**config.mk**
```make
export PLATFORM = sky130hd
export DESIGN_NAME = ctl_ep_mode
export DESIGN_NICKNAME = d
export VERILOG_FILES = /design/src/rtl/ctl_ep_mode.sv
export SDC_FILE = /design/constraint.sdc
export NUM_CORES = 1
export LEC_CHECK = 0
export BUFFER_PORTS_ARGS = -buffer_cell sky130_fd_sc_hd__buf_2
export CELL_PAD_IN_SITES_DETAIL_PLACEMENT = 0
export CELL_PAD_IN_SITES_GLOBAL_PLACEMENT = 1
export CORE_MARGIN = 8
export CORE_UTILIZATION = 38
export DETAILED_ROUTE_END_ITERATION = 10
export GPL_ROUTABILITY_DRIVEN = 0
export GPL_TIMING_DRIVEN = 0
export PLACE_DENSITY = 0.81
export REMOVE_ABC_BUFFERS = 1
export SLEW_MARGIN = 0
export SYNTH_ARGS = -nofsm -noshare
export SYNTH_HDL_FRONTEND = slang
export SYNTH_SLANG_ARGS = --single-unit
```
**constraint.sdc**
```tcl
create_clock -name clk -period 2.2 [get_ports clk]
set_input_delay 0.44 -clock clk [delete_from_list [all_inputs] [get_ports clk]]
set_output_delay 0.44 -clock clk [all_outputs]
set_load 0.005 [all_outputs]
```
**src/rtl/ctl_ep_mode.sv**
```systemverilog
module ctl_ep_mode #(
  parameter int CNT_W = 6
) (
  input  logic             clk,
  input  logic             rst_n,
  input  logic             setup_seen,
  input  logic             tok_valid,
  input  logic [1:0]       tok_kind,
  input  logic             tok_ok,
  input  logic             tok_dtog,
  input  logic [CNT_W-1:0] tok_len,
  input  logic             host_ack,
  input  logic             fw_mode_wr,
  input  logic             fw_cnt_wr,
  input  logic [7:0]       fw_wdata,
  input  logic             fw_mode_rd,
  input  logic             fw_cnt_rd,
  output logic [7:0]       mode_reg,
  output logic [CNT_W+1:0] cnt_reg,
  output logic             hs_valid,
  output logic [1:0]       hs_code,
  output logic             ep_irq
);
  localparam logic [1:0] K_SETUP = 2'd0, K_IN = 2'd1, K_OUT = 2'd2;
  localparam logic [1:0] R_IGN = 2'd0, R_ACK = 2'd1, R_NAK = 2'd2, R_STALL = 2'd3;

  logic [3:0]       mode_q;
  logic             setup_q, ack_q, mode_lk, cnt_lk, dtog_q, dval_q;
  logic [CNT_W-1:0] len_q;
  logic [1:0]       rsp;
  logic             data_acc;

  assign mode_reg = {setup_q, 2'b00, ack_q, mode_q};
  assign cnt_reg  = {dtog_q, dval_q, len_q};
  assign data_acc = (rsp == R_ACK) && (tok_kind != K_IN);

  always_comb begin
    rsp = R_IGN;
    if (tok_valid && mode_q != 4'b0000) begin
      case (tok_kind)
        K_SETUP: if (tok_ok) rsp = R_ACK;
        K_IN: case (mode_q)
          4'b0011:                                  rsp = R_STALL;
          4'b1101, 4'b1111:                         rsp = R_ACK;
          4'b0001, 4'b1000, 4'b1001, 4'b1100, 4'b1110: rsp = R_NAK;
          default:                                  rsp = R_IGN;
        endcase
        K_OUT: if (tok_ok) begin
          case (mode_q)
            4'b0011:                         rsp = R_STALL;
            4'b1001, 4'b1110, 4'b1111:       rsp = R_ACK;
            4'b0001, 4'b1000, 4'b1100, 4'b1101: rsp = R_NAK;
            default:                         rsp = R_IGN;
          endcase
        end
        default: rsp = R_IGN;
      endcase
    end
  end

  always_ff @(posedge clk) begin
    if (!rst_n) begin
      mode_q   <= '0;
      setup_q  <= 1'b0;
      ack_q    <= 1'b0;
      mode_lk  <= 1'b0;
      cnt_lk   <= 1'b0;
      dtog_q   <= 1'b0;
      dval_q   <= 1'b0;
      len_q    <= '0;
      hs_valid <= 1'b0;
      hs_code  <= R_IGN;
      ep_irq   <= 1'b0;
    end else begin
      hs_valid <= (rsp != R_IGN);
      hs_code  <= rsp;
      ep_irq   <= (rsp == R_ACK) || (rsp == R_STALL);
      if (fw_mode_rd) mode_lk <= 1'b0;
      if (fw_cnt_rd)  cnt_lk  <= 1'b0;
      if (fw_mode_wr && !mode_lk) begin
        setup_q <= fw_wdata[7];
        ack_q   <= fw_wdata[4];
        mode_q  <= fw_wdata[3:0];
      end
      if (fw_cnt_wr && !cnt_lk) begin
        dtog_q <= fw_wdata[7];
        dval_q <= fw_wdata[6];
        len_q  <= fw_wdata[CNT_W-1:0];
      end
      if (setup_seen && mode_q != 4'b0000) begin
        setup_q <= 1'b1;
        mode_lk <= 1'b1;
      end
      if (rsp != R_IGN) begin
        mode_lk <= 1'b1;
        ack_q   <= (rsp == R_ACK) && ((tok_kind != K_IN) || host_ack);
      end
      if (data_acc) begin
        dtog_q <= tok_dtog;
        dval_q <= 1'b1;
        len_q  <= tok_len;
        cnt_lk <= 1'b1;
        if (tok_kind == K_SETUP) setup_q <= 1'b1;
        if (tok_kind == K_OUT && mode_q == 4'b1111) mode_q <= 4'b1110;
      end
    end
  end
endmodule

```
==> impl_results.md, run 1 <==
* Worst r2r path cells at 5
* Clock latency at the later pin of the worst-skew pair at a little over 300 ps
* Finish-stage setup viols at 0
* Residual DRC at 0
* RSZ-0062 raised after global routing: no
* Share of layout cells above drive strength 1 at around a third
* Largest net degree at the start of global routing at 17
* Max H-tree Level at 1
* DRT Pass-1 Iters at 4
* PnR worst setup slack at 217.3 ps
* Worst Skew at ~4.9 ps
* Critical path arrival at about 2200 ps
* Util after Layout at 45.31%
* Crit. End Element: flip-flop
* Min Clock Period, post-route at between 1500 and 2000 ps
* Leak pwr at between 0.6 and 0.7 nW
* Detailed placement HPWL at around 2500 µm
* EDFF count, synth at 0
* Ys flop type: dfxtp_1
* Critical path required time at about 2400 ps
* Setup TNS Final at 0 ps
* Hold Path Depth at 3
* Cell count after synthesis at 140
* 1st-iter DRT viols at 43
* Final hold viol count at 0
* Hold_sp: fw_cnt_rd
* PwrDens at 574.4 nW/µm²
* Sink Count at 23
* Diode count at 0
* Die outline height at ~74 µm
* Reg2reg start: mode_lk
* Top cells by area, synth: dfxtp_1 (37%), mux2i_1 (11%), a21oi_1 (6.8%)
* Hold Buf Count CTS at 0
* CTS resizes at 0
* First-pass GRT wire length at 5023 µm
* Final ANT Viol Nets at 0
* Final wirelength at around 3100 µm
* CTS max path bufs at 2
* Clock Pin Slew Worst Setup and Hold Paths at 130 ps
* Grt ovf at 0
* Port Buffers at 44
* Vias after detailed routing at 1,124
* Die width at ~74 µm
* Cts bufs inserted at 3
* Vias in the first global route at approximately 1,100
* Status: complete, no violations
* Pre-CTS WS at about 16 ps
* Cell taking the most area after synthesis: dfxtp_1
* Post-synthesis cell type count at 38
* Peak VDD IR at ~290 µV
* Wirelength per Cell at between 10 and 15 µm
* Antenna violations before repair at 0
* Critical-path maximum fanout at 11
* Flop2flop setup slack at roughly 220 ps
* Tcrit/Tclk final at 90.12%
* Slew Limit Fails at 0
* P&R area growth vs syn at 17.18%
* CTS tree: built
* Row count at 21
* Setup crit start kind: flip-flop
* Core area at between 3000 and 4000 µm²
* Flops & latches, synth at 23
* Fmax at ~500 MHz
* Layout Nets at 202
* Least-Margin Pin Slew at between 800 and 900 ps
* Register area share after synthesis at 36.54%
* Ports at 47
* Hold crit path type: in -> reg
* YS warnings at 0
* Hold Crit Endpoint: cnt_lk
* Setup Buffers After CTS at 0
* Starting Density at between 30% and 40%
* Async SR Flop Fraction at 0%
* MaxCap Viol Count at 0
* Max transition margin at between 40 and 50%
* CTS root buf: clkbuf_4
* Die area at between 5000 and 6000 µm²
* Hold_ws at approximately 370 ps
* Synth top area share at between 30% and 40%
* Mapped cell area at about 1300 µm²
* Crit Path Class: reg -> reg
* Syn avg cell area at 9.000 µm²
* Via density at 5.109
* Tot GR Track Use at between 10 and 15%
-- kinds of logic (layout without fill, tap and decap cells) --
group	count (synthesis)	after routing	share of synthesized area, %
xor gates and xnor gates	2	2	1.391
other	1	2	0.2976
buffers and inverters	18	51	8.142
muxes	15	15	12.02
DFF	23	23	36.54
and+or+nand+nor	37	37	19.07
AOI/OAI and AO/OA	44	44	22.54
-- cells in the final DEF, fill, tap and decap left out, drive strengths merged --
master	instances
nand4	2
a21oi	17
a41oi	1
mux2i	14
buf	44
a31oi	3
nor2	7
and3	1
o41ai	2
nand3b	1
a221oi	1
a22oi	1
o311ai	2
and3b	1
conb	2
o2bb2ai	1
nor2b	4
nand2b	5
nor4bb	1
clkbuf	4
nand2	11
xnor2	1
o21ai	13
a31o	1
and4b	1
mux2	1
dfxtp	23
a21boi	1
inv	3
nor3b	1
xor2	1
o41a	1
or3	2
-- where the power goes --
part	internal, W	leakage [nW]	switching [W]
sequential	0.000445	0.189	0.0000263
combinational	0.0000872	0.454	0.0000916
clock	0.0000709	0.0150	0.000127
-- cell usage after synthesis, types with 2 or more instances --
cell,n
o311ai_0,2
a31oi_2,2
a21oi_1,17
buf_4,9
o21ai_0,11
nor2_1,7
mux2i_1,14
dfxtp_1,23
nor2b_1,4
inv_1,3
nand2b_1,5
o21ai_1,2
or3_1,2
o41ai_1,2
nand2_1,11
clkbuf_1,4
-- through the flow --
step           area, µm²  std cells  total power, W
4_1_cts             1476        220       0.0008530
2_1_floorplan       1172        126       0.0005820
6_report            1476        220       0.0008481
3_3_place_gp        1450        216       0.0006555
5_1_grt             1476        220       0.0008985
3_5_place_dp        1450        216       0.0006598
-- worst max-delay path, stage by stage, from the launching register on --
cell,delay (ps)
dfxtp_1,350
nor2b_1,650
mux2i_1,410
nand3b_1,110
o21ai_0,90
nor4bb_4,290
-- worst max-delay path by stage --
stage	start	to	slack, ps	cells after the start
after floorplan	fw_mode_wr	flip-flop	360	5
after global placement	fw_mode_wr	flip-flop	8	6
after global routing	mode_lk	flip-flop	30	5
after CTS	mode_lk	flip-flop	230	5
after detailed placement	fw_mode_wr	flip-flop	20	6
final	mode_lk	flip-flop	220	5
-- area by class of cell --
class | count | area, µm²
clock buffers | 4 | 26.28
flip-flops and latches | 23 | 460.4
multi-input cells | 100 | 700.7
inverters | 3 | 11.26
well taps | 46 | 57.56
repair buffers | 44 | 220.2
fillers | 342 | 1782
-- routing by layer --
layer / vias up / GRT usage, % / share of wire, %
li1: 566 / - / -
met1: 536 / 12.65 / 42
met2: 17 / 20.77 / 52
met3: 5 / 2.183 / 4.5
met4: 0 / 5.322 / 1.6
met5: - / 0 / 0
Power figures use the tool's default switching activity.
==> run 2: changes to the inputs <==
BUFFER_PORTS_ARGS = -buffer_cell sky130_fd_sc_hd__buf_4   (was -buffer_cell sky130_fd_sc_hd__buf_2)
==> impl_results.md, run 2 (synthesis gave the netlist of run 1 again) <==
* Worst Setup SP: mode_lk (unchanged)
* CTS root buf: clkbuf_4 (unchanged)
* Sink Count at 23 (unchanged)
* Flop2flop setup slack at 450 ps (was 220 ps)
* Wirelength per Cell at 14.56 µm (was 14.16 µm)
* Setup crit start kind: flip-flop (unchanged)
* Starting Density at 38.67% (unchanged)
* Cts bufs inserted at 3 (unchanged)
* Crit Path Class: reg -> reg (unchanged)
* Grt ovf at 0 (unchanged)
* Slew Limit Fails at 0 (unchanged)
* Layout Nets at 202 (unchanged)
* Final ANT Viol Nets at 0 (unchanged)
* Util after Layout at 48.81% (was 45.31%)
* Reg2reg start: mode_lk (unchanged)
* Die outline height at 73.58 µm (unchanged)
* Max H-tree Level at 1 (unchanged)
* MaxCap Viol Count at 0 (unchanged)
* Largest net degree at the start of global routing at 17 (unchanged)
* Finish-stage setup viols at 0 (unchanged)
* Die area at 5414 µm² (unchanged)
* Residual DRC at 0 (unchanged)
* Clock latency at the later pin of the worst-skew pair at 320 ps (was 310 ps)
* First-pass GRT wire length at 5326 µm (was 5023 µm)
* Tcrit/Tclk final at 79.53% (was 90.12%)
* Setup TNS Final at 0 ps (unchanged)
* Leak pwr at 0.6871 nW (was 0.6582 nW)
* 1st-iter DRT viols at 37 (was 43)
* Cell Chain, Critical Path: nor2b_2 > mux2i_1 > nand3b_1 > o21ai_0 > nor4bb_4 (was nor2b_1 > mux2i_1 > nand3b_1 > o21ai_0 > nor4bb_4)
* Fmax at 571.6 MHz (was 504.4 MHz)
* Final hold viol count at 0 (unchanged)
* Final wirelength at 3204 µm (was 3115 µm)
* Peak VDD IR at 178.8 µV (was 287.7 µV)
* RSZ-0062 raised after global routing: no (unchanged)
* CP max-delay cell: nor2b_2 (was nor2b_1)
* Critical path required time at 2440 ps (about the same)
* Worst Skew at 9.030 ps (was 4.858 ps)
* Vias after detailed routing at 1,119 (was 1,124)
* Clock Pin Slew Worst Setup and Hold Paths at 130 ps (about the same)
* Setup Buffers After CTS at 0 (unchanged)
* Hold_sp: fw_cnt_rd (unchanged)
* Ports at 47 (unchanged)
* Crit. End Element: flip-flop (unchanged)
* Least-Margin Pin Slew at 900.9 ps (was 892.2 ps)
* P&R area growth vs syn at 26.22% (was 17.18%)
* Most common cell after layout, fill and taps aside: buf_4 (was buf_2)
* Row count at 21 (unchanged)
* Max transition margin at 39.81% (was 40.40%)
* CTS max path bufs at 2 (unchanged)
* Diode count at 0 (unchanged)
* Commonest non-fill, non-tap cells in the layout: buf_4 (44), dfxtp_1 (23), a21oi_1 (17), mux2i_1 (14) (was buf_2 (44), dfxtp_1 (23), a21oi_1 (17), mux2i_1 (14))
* Share of layout cells above drive strength 1 at 33.33% (was 32.18%)
* Detailed placement HPWL at 2530 µm (was 2473 µm)
* PwrDens at 550.3 nW/µm² (was 574.4 nW/µm²)
* Die width at 73.58 µm (unchanged)
* Core area at 3258 µm² (unchanged)
* Status: complete, no violations (unchanged)
* CTS tree: built (unchanged)
* Worst r2r path cells at 5 (unchanged)
* Hold Buf Count CTS at 0 (unchanged)
* CTS resizes at 0 (unchanged)
* Critical-path maximum fanout at 11 (unchanged)
* Antenna violations before repair at 0 (unchanged)
* Pwr Total at 0.0008752 W (was 0.0008481 W)
* Hold crit path type: in -> reg (unchanged)
* Via density at 5.086 (was 5.109)
* CP max stage delay at 420 ps (was 650 ps)
* Critical path arrival at 1990 ps (was 2220 ps)
* Port Buffers at 44 (unchanged)
* Tot GR Track Use at 12.51% (was 11.56%)
* DRT Pass-1 Iters at 4 (unchanged)
* Min Clock Period, post-route at 1750 ps (was 1983 ps)
* Vias in the first global route at 1,111 (was 1,121)
==> run 2: cell count changes in the layout (fill, tap and decap cells not counted), sizes merged <==
| cell | before | now |
|---|---|---|
| clkbuf | 4 | 3 |
| clkinv | 0 | 1 |
==> run 2: worst max-delay path: cells and delay by family (launching register included) <==
family,cells,cell delay (ps)
and+or+nand+nor,3,810
muxes,1,410
DFF,1,370
AOI/OAI and AO/OA,1,80
==> run 2: power by group <==
part | total [W] | internal [W] | switching, W | leakage [nW]
registers | 0.000472 | 0.000445 | 0.0000274 | 0.189
logic | 0.000204 | 0.000111 | 0.0000923 | 0.480
clock network | 0.000199 | 0.0000680 | 0.000131 | 0.0177
total | 0.000875 | 0.000624 | 0.000251 | 0.687
==> run 2: worst min-delay path by stage <==
stage	depth (start not counted)	end	slack (ps)
2_1_floorplan	2	cnt_lk	450
3_3_place_gp	2	cnt_lk	460
3_5_place_dp	2	cnt_lk	470
4_1_cts	3	cnt_lk	360
5_1_grt	3	cnt_lk	350
6_report	3	cnt_lk	360
==> run 2: metal layers <==
| layer | vias up | global-route usage, % | routed length, µm |
|---|---|---|---|
| li1 | 568 | - | - |
| met1 | 526 | 13.81 | 1331 |
| met2 | 20 | 21.85 | 1667 |
| met3 | 5 | 2.046 | 131 |
| met4 | 0 | 7.317 | 74 |
| met5 | - | 0 | 0 |
==> run 2: per-stage QoR <==
stage	hold slack, ps	cell area (µm²)	worst slack, ps	cells
2_1_floorplan	449.8	1172	356.1	126
3_3_place_gp	463.1	1560	12.70	216
3_5_place_dp	471.7	1560	33.49	216
4_1_cts	355.3	1588	216.7	220
5_1_grt	348.4	1590	232.1	220
6_report	364.5	1590	450.4	220
==> run 2: area by class of cell <==
type | count | area (µm²)
flip-flops and latches | 23 | 460.4
repair buffers | 44 | 330.3
well taps | 46 | 57.56
clock inverters | 1 | 5.005
clock buffers | 3 | 22.52
inverters | 3 | 11.26
multi-input cells | 100 | 703.2
fillers | 343 | 1668
==> run 3: changes to the inputs <==
CORE_UTILIZATION = 32   (was 38)
PLACE_DENSITY = 0.72   (was 0.81)
clock period = 1.59 ns   (was 2.2 ns; I/O delays follow)
==> impl_results.md, run 3 (synthesis gave the netlist of run 1 again) <==
* Final wirelength at 3395 µm (was 3204 µm)
* Share of layout cells above drive strength 1 at 39.11% (was 33.33%)
* Area occupied by multi-input gates at 757.0 µm² (was 703.2 µm²)
* Antenna violations before repair at 0 (unchanged)
* Starting Density at 32.43% (was 38.67%)
* CP max stage delay at 510 ps (was 420 ps)
* P&R area growth vs syn at 35.15% (was 26.22%)
* Die outline height at 78.75 µm (was 73.58 µm)
* Residual DRC at 0 (unchanged)
* Critical path required time at 1770 ps (was 2440 ps)
* Max transition margin at 63.46% (was 39.81%)
* CP delay by family, top: simple AND/OR/NAND/NOR gates (unchanged)
* Cell Chain, Critical Path: o41a_1 > and3_4 > nand4_4 > nor4bb_4 (was nor2b_2 > mux2i_1 > nand3b_1 > o21ai_0 > nor4bb_4)
* Worst Skew at 1.825 ps (was 9.030 ps)
* CTS root buf: clkbuf_8 (was clkbuf_4)
* PwrDens at 783.9 nW/µm² (was 550.3 nW/µm²)
* Switching Share at 27.57% (was 28.70%)
* Met2 Use GR at 18.72% (was 21.85%)
* RSZ-0062 raised after global routing: yes (was no)
* Reg power frac at 49.5% (was 54.0%)
* Vias after detailed routing at 1,143 (was 1,119)
* Hold Path Depth at 3 (unchanged)
* CTS max path bufs at 2 (unchanged)
* Min Clock Period, post-route at 1524 ps (was 1750 ps)
* Layer with the highest usage: met2 (unchanged)
* Register area at 466.7 µm² (was 460.4 µm²)
* Comb pwr share at 23.2% (was 23.3%)
* Setup crit start kind: flip-flop (unchanged)
* Leak pwr at 0.7271 nW (was 0.6871 nW)
* Row count at 23 (was 21)
* Ports at 47 (unchanged)
* Clock Pin Slew Worst Setup and Hold Paths at 80 ps (was 130 ps)
* Cts bufs inserted at 3 (unchanged)
* Least-Margin Pin Slew at 545.6 ps (was 900.9 ps)
* Util after Layout at 43.83% (was 48.81%)
* Via density at 4.991 (was 5.086)
* Global Route met3 Usage at 3.047% (was 2.046%)
* Detailed placement HPWL at 2588 µm (was 2530 µm)
* Flop2flop setup slack at 70 ps (was 450 ps)
* Worst r2r path cells at 4 (was 5)
* Slew Limit Fails at 0 (unchanged)
* Pre-CTS WS at -458.2 ps (was 33.49 ps)
* Vias in the first global route at 1,113 (was 1,111)
* Port Buffers at 44 (unchanged)
* Crit. End Element: flip-flop (unchanged)
* Layout Nets at 207 (was 202)
* DRT Pass-1 Iters at 4 (unchanged)
* Tcrit/Tclk final at 95.87% (was 79.53%)
* Largest net degree at the start of global routing at 17 (unchanged)
* Finish-stage setup viols at 0 (unchanged)
* First-pass GRT wire length at 5333 µm (was 5326 µm)
* Fin area at 1703 µm² (was 1590 µm²)
* Critical path arrival at 1710 ps (was 1990 ps)
* Final hold viol count at 0 (unchanged)
* Grt ovf at 0 (unchanged)
* CTS tree: built (unchanged)
* Max H-tree Level at 1 (unchanged)
* Met1 Use GR at 12.22% (was 13.81%)
* Diode count at 0 (unchanged)
* Core area at 3885 µm² (was 3258 µm²)
* PnR worst setup slack at 65.69 ps (was 450.4 ps)
* Crit path buf inv count at 0 (unchanged)
* P_int at 0.0009668 W (was 0.0006240 W)
* Clock share of power at 27.4% (was 22.8%)
* Crit Path Class: reg -> reg (unchanged)
* CP max-delay cell: o41a_1 (was nor2b_2)
* Placed inst area at 1565 µm² (was 1560 µm²)
* Fmax at 656.0 MHz (was 571.6 MHz)
* MaxCap Viol Count at 0 (unchanged)
* Sw power at 0.0003681 W (was 0.0002512 W)
* Commonest non-fill, non-tap cells in the layout: buf_4 (48), dfxtp_1 (18), a21oi_1 (17), mux2i_1 (13) (was buf_4 (44), dfxtp_1 (23), a21oi_1 (17), mux2i_1 (14))
* Peak VDD IR at 474.3 µV (was 178.8 µV)
* Status: complete, no violations (unchanged)
* Final ANT Viol Nets at 0 (unchanged)
* Hold_ws at 317.9 ps (was 364.5 ps)
* Tot GR Track Use at 10.61% (was 12.51%)
* Hold crit path type: in -> reg (unchanged)
* Clock latency at the later pin of the worst-skew pair at 260 ps (was 320 ps)
* Critical-path maximum fanout at 8 (was 11)
* CP Depth at 4 (was 5)
* 1st-iter DRT viols at 55 (was 37)
* Die width at 78.75 µm (was 73.58 µm)
* Wirelength per Cell at 14.83 µm (was 14.56 µm)
* Sink Count at 23 (unchanged)
* Most common cell after layout, fill and taps aside: buf_4 (unchanged)
* Die area at 6202 µm² (was 5414 µm²)
* Number of fill cells at 399 (was 343)
-- run 3: cell count changes in the layout (fill, tap and decap cells not counted), sizes merged --
| cell | before | now |
|---|---|---|
| buf | 44 | 48 |
| clkbuf | 3 | 4 |
| clkinv | 1 | 0 |
| nor2b | 4 | 5 |
-- run 3: cell type report --
class	count	share of cell area, %
multi-input cells	101	44.45
flip-flops and latches	23	27.41
repair buffers	48	21.16
well taps	50	3.674
clock buffers	4	2.645
inverters	3	0.6613
-- run 3: final timing paths --
path	startpoint	end
hold / removal	fw_cnt_rd	cnt_lk
setup / recovery	mode_q[1]	flip-flop
hold reg to reg	cnt_lk	cnt_lk
setup reg to reg	mode_q[1]	flip-flop
-- run 3: power groups by stage --
stage          combinational [W]  clock, W  sequential, W
2_1_floorplan           0.000145         0       0.000661
3_3_place_gp            0.000280         0       0.000663
3_5_place_dp            0.000283         0       0.000666
4_1_cts                 0.000289  0.000377       0.000654
5_1_grt                 0.000339  0.000411       0.000667
6_report                0.000309  0.000366       0.000660
-- run 3: timing repair --
item / 4_1_cts / 5_1_grt
hold buffers: 0 / 0
cloned: 0 / 1
endpoints found under the setup margin: 12 / 13
pin swaps: 0 / 2
buffers inserted: 0 / 4
resized for setup: 4 / 9
-- run 3: through the flow --
step                power [W]  setup TNS [ps]  cells
global route         0.001417          -74.10    229
global placement    0.0009430           -2221    220
finish               0.001335               0    229
floorplan           0.0008053          -264.8    126
CTS                  0.001320               0    224
detailed placement  0.0009490           -2429    220
-- run 3: worst reg2reg max path: cells and delay by family, from the launching register on --
family          cells  cell delay [ps]
compound gates      1              510
flops               1              380
simple gates        3              550
-- run 3: routing by layer --
layer | routed length, µm | part of all wire (%) | up-vias
li1 | - | - | 579
met1 | 1460 | 43 | 535
met2 | 1747 | 51 | 27
met3 | 159 | 4.7 | 2
met4 | 27 | 0.80 | 0
met5 | 0 | 0 | -
